`config.mk`:
```
export PLATFORM = sky130hd
export DESIGN_NAME = serial_chan_ctl
export DESIGN_NICKNAME = d
export VERILOG_FILES = /design/src/rtl/chanctl_pkg.sv /design/src/rtl/chanctl_sync.sv /design/src/rtl/chanctl_ctrl.sv /design/src/rtl/chanctl_dp.sv /design/src/rtl/serial_chan_ctl.sv
export SDC_FILE = /design/constraint.sdc
export NUM_CORES = 1
export LEC_CHECK = 0
export BUFFER_PORTS_ARGS = -buffer_cell sky130_fd_sc_hd__buf_4
export CAP_MARGIN = 30
export CORE_MARGIN = 2
export CORE_UTILIZATION = 40
export CTS_CLUSTER_DIAMETER = 50
export DETAILED_ROUTE_END_ITERATION = 6
export GPL_ROUTABILITY_DRIVEN = 0
export PLACE_DENSITY = 0.58
export SLEW_MARGIN = 20
export SYNTH_ARGS = -nofsm -noshare
export SYNTH_HDL_FRONTEND = slang
export SYNTH_SLANG_ARGS = --single-unit
export TNS_END_PERCENT = 10
```
`constraint.sdc`:
```
create_clock -name clk -period 1.52 [get_ports clk]
set_input_delay 0.304 -clock clk [delete_from_list [all_inputs] [get_ports clk]]
set_output_delay 0.304 -clock clk [all_outputs]
set_load 0.005 [all_outputs]
```
`src/rtl/chanctl_pkg.sv`:
```
package chanctl_pkg;
  typedef struct packed {
    logic shiftEn;
    logic loadEn;
    logic blankOn;
  } ctlStrobe_t;
endpackage

```
`src/rtl/chanctl_sync.sv`:
```
module chanctl_sync #(
  parameter int WIDTH  = 4,
  parameter int STAGES = 2
) (
  input  logic             clk,
  input  logic             rstN,
  input  logic [WIDTH-1:0] asyncIn,
  output logic [WIDTH-1:0] syncOut
);
  logic [WIDTH-1:0] pipe [STAGES];

  always_ff @(posedge clk or negedge rstN) begin
    if (!rstN) begin
      for (int i = 0; i < STAGES; i++) pipe[i] <= '0;
    end else begin
      pipe[0] <= asyncIn;
      for (int i = 1; i < STAGES; i++) pipe[i] <= pipe[i-1];
    end
  end

  assign syncOut = pipe[STAGES-1];
endmodule

```
`src/rtl/chanctl_ctrl.sv`:
```
module chanctl_ctrl
  import chanctl_pkg::*;
(
  input  logic       clk,
  input  logic       rstN,
  input  logic       sclkS,
  input  logic       latS,
  input  logic       blankS,
  output ctlStrobe_t str
);
  logic sclkPrev;

  always_ff @(posedge clk or negedge rstN) begin
    if (!rstN) sclkPrev <= 1'b0;
    else       sclkPrev <= sclkS;
  end

  always_comb begin
    str.shiftEn = sclkS & ~sclkPrev;
    str.loadEn  = latS;
    str.blankOn = blankS;
  end

  // A rising edge is a single-cycle event
  assert_single_shift_R8: assert property (@(posedge clk) disable iff (!rstN)
    str.shiftEn |=> !str.shiftEn);
endmodule

```
`src/rtl/chanctl_dp.sv`:
```
module chanctl_dp
  import chanctl_pkg::*;
#(
  parameter int NUM_CH = 16
) (
  input  logic              clk,
  input  logic              rstN,
  input  ctlStrobe_t        str,
  input  logic              sinBit,
  output logic [NUM_CH-1:0] chanEn,
  output logic              soutBit
);
  localparam int MSB = NUM_CH - 1;

  logic [NUM_CH-1:0] shiftQ;
  logic [NUM_CH-1:0] latchQ;

  always_ff @(posedge clk or negedge rstN) begin
    if (!rstN)            shiftQ <= '0;
    else if (str.shiftEn) shiftQ <= {shiftQ[MSB-1:0], sinBit};
  end

  always_ff @(posedge clk or negedge rstN) begin
    if (!rstN)           latchQ <= '0;
    else if (str.loadEn) latchQ <= shiftQ;
  end

  for (genvar ch = 0; ch < NUM_CH; ch++) begin : g_mask
    assign chanEn[ch] = latchQ[ch] & ~str.blankOn;
  end

  assign soutBit = shiftQ[MSB];

  assert_shift_R1: assert property (@(posedge clk) disable iff (!rstN)
    str.shiftEn |=> shiftQ == {$past(shiftQ[MSB-1:0]), $past(sinBit)});
  assert_noshift_R8: assert property (@(posedge clk) disable iff (!rstN)
    !str.shiftEn |=> $stable(shiftQ));
  assert_follow_R3: assert property (@(posedge clk) disable iff (!rstN)
    str.loadEn |=> latchQ == $past(shiftQ));
  assert_hold_R4: assert property (@(posedge clk) disable iff (!rstN)
    !str.loadEn |=> $stable(latchQ));
endmodule

```
`src/rtl/serial_chan_ctl.sv`:
```
module serial_chan_ctl
  import chanctl_pkg::*;
#(
  parameter int NUM_CH      = 16,
  parameter int SYNC_STAGES = 2
) (
  input  logic              clk,
  input  logic              rstN,
  input  logic              sinIn,
  input  logic              sclkIn,
  input  logic              latIn,
  input  logic              blankIn,
  output logic              soutOut,
  output logic [NUM_CH-1:0] chanEn
);
  localparam int NUM_IN = 4;

  logic [NUM_IN-1:0] rawIn;
  logic [NUM_IN-1:0] syncIn;
  ctlStrobe_t        str;

  assign rawIn = {blankIn, latIn, sclkIn, sinIn};

  chanctl_sync #(.WIDTH(NUM_IN), .STAGES(SYNC_STAGES)) u_sync (
    .clk(clk), .rstN(rstN), .asyncIn(rawIn), .syncOut(syncIn)
  );

  chanctl_ctrl u_ctrl (
    .clk(clk), .rstN(rstN),
    .sclkS(syncIn[1]), .latS(syncIn[2]), .blankS(syncIn[3]),
    .str(str)
  );

  chanctl_dp #(.NUM_CH(NUM_CH)) u_dp (
    .clk(clk), .rstN(rstN), .str(str), .sinBit(syncIn[0]),
    .chanEn(chanEn), .soutBit(soutOut)
  );

  assert_blank_R5: assert property (@(posedge clk) disable iff (!rstN)
    str.blankOn |-> chanEn == '0);
endmodule

```
# Word level (Yosys, flattened, before mapping)
# Cells that the tools add are included.
# word_totals
ff_bits,41
inputBits,6
out_inout_bits,17
elab_cells,24
# classes
n_bitwise,19
# op_table
cell,count
bitwise AND 1 bit,17
NOT 1 bit,2

# Logic depth before layout (Yosys ltp)
# depth
word_depth,2
ltp_mapped,4
depth_no_buf,2

# Hierarchy
# Synthesis repeated with hierarchy kept, for this count alone.
# hier_totals
hier_cells,101
area_unflattened_um2,1701.6
# modules_own_cells
module,instances,cells_per_inst,area_per_inst_um2
chanctl_dp,1,85,1417.6
chanctl_sync,1,12,230.2
chanctl_ctrl,1,4,53.8

# Worst setup path before layout
# No wires, ideal clock.
# synth_path
path_kind,register to register
from,register u_ctrl.sclkPrev
to,register u_dp.shiftQ[0]
arrival_ps,1027
required_ps,1395
slack_ps,368
path_stages_with_launch,5
period_less_slack_ps,1152
path_cell_list,dfrtp_1 > nor2b_4 > buf_6 > buf_12 > mux2_4
# synth_via
elab_chain_len,2
# synth_lines
item,line,text
"start, declared",chanctl_ctrl.sv:11,logic sclkPrev;
"start signal, assigned",chanctl_ctrl.sv:15,else sclkPrev <= sclkS;
NOT 1 bit,chanctl_ctrl.sv:19,str.shiftEn = sclkS & ~sclkPrev;
bitwise AND 1 bit,chanctl_ctrl.sv:19,
"end signal, assigned",chanctl_dp.sv:20,"else if (str.shiftEn) shiftQ <= {shiftQ[MSB-1:0], sinBit};"
"end, declared",chanctl_dp.sv:15,logic [NUM_CH-1:0] shiftQ;
# No other way between the ends.
# A chain may end at the register's enable or synchronous reset.

# Worst setup path after layout
# layout_path
from,"register u_sync.pipe, in the netlist u_sync.syncOut[3]"
to,output chanEn[7]
# layout_via
elab_chain_len,2
# layout_lines
item,line,text
"start, declared",chanctl_sync.sv:10,logic [WIDTH-1:0] pipe [STAGES];
NOT 1 bit,chanctl_dp.sv:29,assign chanEn[ch] = latchQ[ch] & ~str.blankOn;
bitwise AND 1 bit,chanctl_dp.sv:29,
"end, declared",serial_chan_ctl.sv:14,output logic [NUM_CH-1:0] chanEn
# No other way between the ends.

==> metrics.txt <==
setup TNS=0 ns; die area=approximately 0.0045 mm²; clock root cell=clkbuf_8; Post-Synth XOR/XNOR Area=0%; Final Max Tran Viols=0; Fin. Hold Viols=39; Sink Count=41; largest family of logic cells by synthesized area=multiplexers; Pwr per Cell Area=about 1600 mW/mm²; Ports=23; drt wl/cell=about 13 µm; Die H=approximately 67 µm; setup ws final=roughly 0.13 ns; violated checks=hold timing; Post-Place Setup Slack=0.349 ns; Port Buffers=22; status=finished with violations; VDD IR max=a little under 0.7 mV; clk slew on worst S/H paths=0.07 ns; Avg Vias per Cell=approximately 4.7; flops & latches, synth=roughly 40; Tcrit/Tclk final=between 90 and 100%; CTS tree=yes; gr usage total=12.4%; WP data arrival=about 1.1 ns; Synth Area in Compound Gates=0%; synthesized instance count=95; CORE AREA=roughly 0.0037 mm²; crit start category=flop; Starting DRT DRC Count=25; Worst-Skew Late Latency=between 0.2 and 0.3 ns; Hold Path Class=input pin to asynchronous set/reset pin; Avg Cell Area, Syn=16.7 µm²; Final ANT Viol Nets=0; Initial Utilization=between 40% and 50%; non-filler cells, final=between 150 and 200; Post-CTS Hold Buffers=0; post_cts resized=0; # rows=22; critical path required time=about 1.2 ns; worst slew pin tran=about 0.50 ns; vias in the first global route=between 800 and 900; total CTS buffers=5; routed vias=a little over 800; simple-gate share of the synthesized area=slightly above 7%; CP endpoint kind=output port; synthesized cell area=between 0.0015 and 0.002 mm²; initial antenna violation count=0; drc violations=0; Area contributors post-synth=dfrtp_1, mux2_2, mux2_4; Final #Nets=between 100 and 150; Routed WL=approximately 2300 µm; clock buffer depth=2; P&R area growth vs syn=17.9%; H-Tree Depth=2; Worst Path Max Fanout=16; total power=3.07 mW; R2R Setup Slk=around 0.33 ns; setup bufs post-CTS=0; post-route clock skew=roughly 0.0052 ns; dominant cell type by area after synthesis=dfrtp_1; Cells after DPL=between 150 and 200; Ant. Diodes=0; first-pass GRT wire length=4010 µm; drt pass-1 iters=2; RSZ-0062 raised after global routing=false; minimum hold slack=-0.0167 ns; Adder-Cell Fraction of Synth Area=0%; CP Class=flop to output port; layout cell share with drive strength beyond 1=between 50% and 60%; Synth Warn #=0; max_slew headroom=approximately two thirds; achievable clock frequency=slightly above 700 MHz; Mapped Nets=101; reg-to-reg endpoint=u_dp.shiftQ[7]; # setup viols final=0; GR Overflow Total=0; Pleak=about 0.89 nW; final worst path period need=about 1.4 ns; post-synth cell types=9; r2r worst-path depth=3; part of the Yosys area used for sequential elements=between 60% and 70%; multiplexer share of the synthesized area=roughly a quarter; largest net degree at the start of global routing=42; post-synth top area share=roughly 65%; FF-to-FF Start=u_ctrl.sclkPrev; die width=around 67 µm; max capacitance violation total=0
## registers in the layout (all words and copies together), names as in the netlist
register / flops
u_dp.latchQ: 16
u_sync.pipe: 4
u_dp.shiftQ: 16
u_ctrl.sclkPrev: 1
u_sync.syncOut: 4
## Yosys cell counts
library cell,count
nor2b_4,1
mux2_4,10
buf_12,1
mux2_2,22
buf_2,1
buf_6,2
clkbuf_1,1
dfrtp_1,41
nor2b_1,16
## stage by stage
step | util (%) | hold slack, ns | instance area, µm²
finish | 50.0 | -0.0167 | 1870
global route | 50.0 | 0.0163 | 1870
CTS | 50.0 | 0.00425 | 1870
detailed placement | 47.9 | 0.314 | 1790
global placement | 47.9 | 0.308 | 1790
floorplan | - | 0.00841 | 1590
## worst max path at each step
| stage | from | end | slack, ns | cells past startpoint |
|---|---|---|---|---|
| 6_report | u_sync.syncOut[3] | chanEn[7] | 0.13 | 3 |
| 5_1_grt | u_sync.syncOut[3] | chanEn[5] | 0.05 | 3 |
| 4_1_cts | u_sync.syncOut[3] | chanEn[7] | 0.10 | 3 |
| 3_5_place_dp | u_ctrl.sclkPrev | u_dp.shiftQ[5] | 0.35 | 3 |
| 3_3_place_gp | u_ctrl.sclkPrev | u_dp.shiftQ[7] | 0.36 | 3 |
| 2_1_floorplan | u_ctrl.sclkPrev | u_dp.shiftQ[0] | 0.37 | 4 |
## final cells by class
class	instances	area (µm²)
multi-input cells	49	512
well taps	48	60.1
clock buffers	8	80.1
flip-flops and latches	41	1030
repair buffers	26	195
fillers	349	1870
## critical path: stages, from the launching register on
cell and delay (ns):
dfrtp_1 0.36, buf_4 0.19, nor2b_1 0.13, buf_4 0.12
## routing by layer
metal,track usage [%],part of all wire [%],wire length [µm]
met1,15.5,48,1100
met2,19.6,47,1070
met3,4.56,4.5,103
met4,4.59,0.57,13
met5,0,0,0
## placed cells by master, fill, tap and decap left out
cell type / instances
buf_4: 26
clkbuf_1: 3
clkbuf_8: 5
dfrtp_1: 41
mux2_2: 22
mux2_4: 10
nor2b_1: 16
nor2b_4: 1
## where the power goes
| group | switching (mW) | total (mW) | internal (mW) |
|---|---|---|---|
| sequential | 0.217 | 1.67 | 1.46 |
| clock | 0.334 | 0.660 | 0.326 |
| combinational | 0.203 | 0.737 | 0.533 |
| total | 0.754 | 3.07 | 2.32 |
## logic make-up after synthesis
family,Yosys count
buffers and inverters,5
and+or+nand+nor,17
DFF,41
muxes,32
Power figures use the tool's default switching activity.
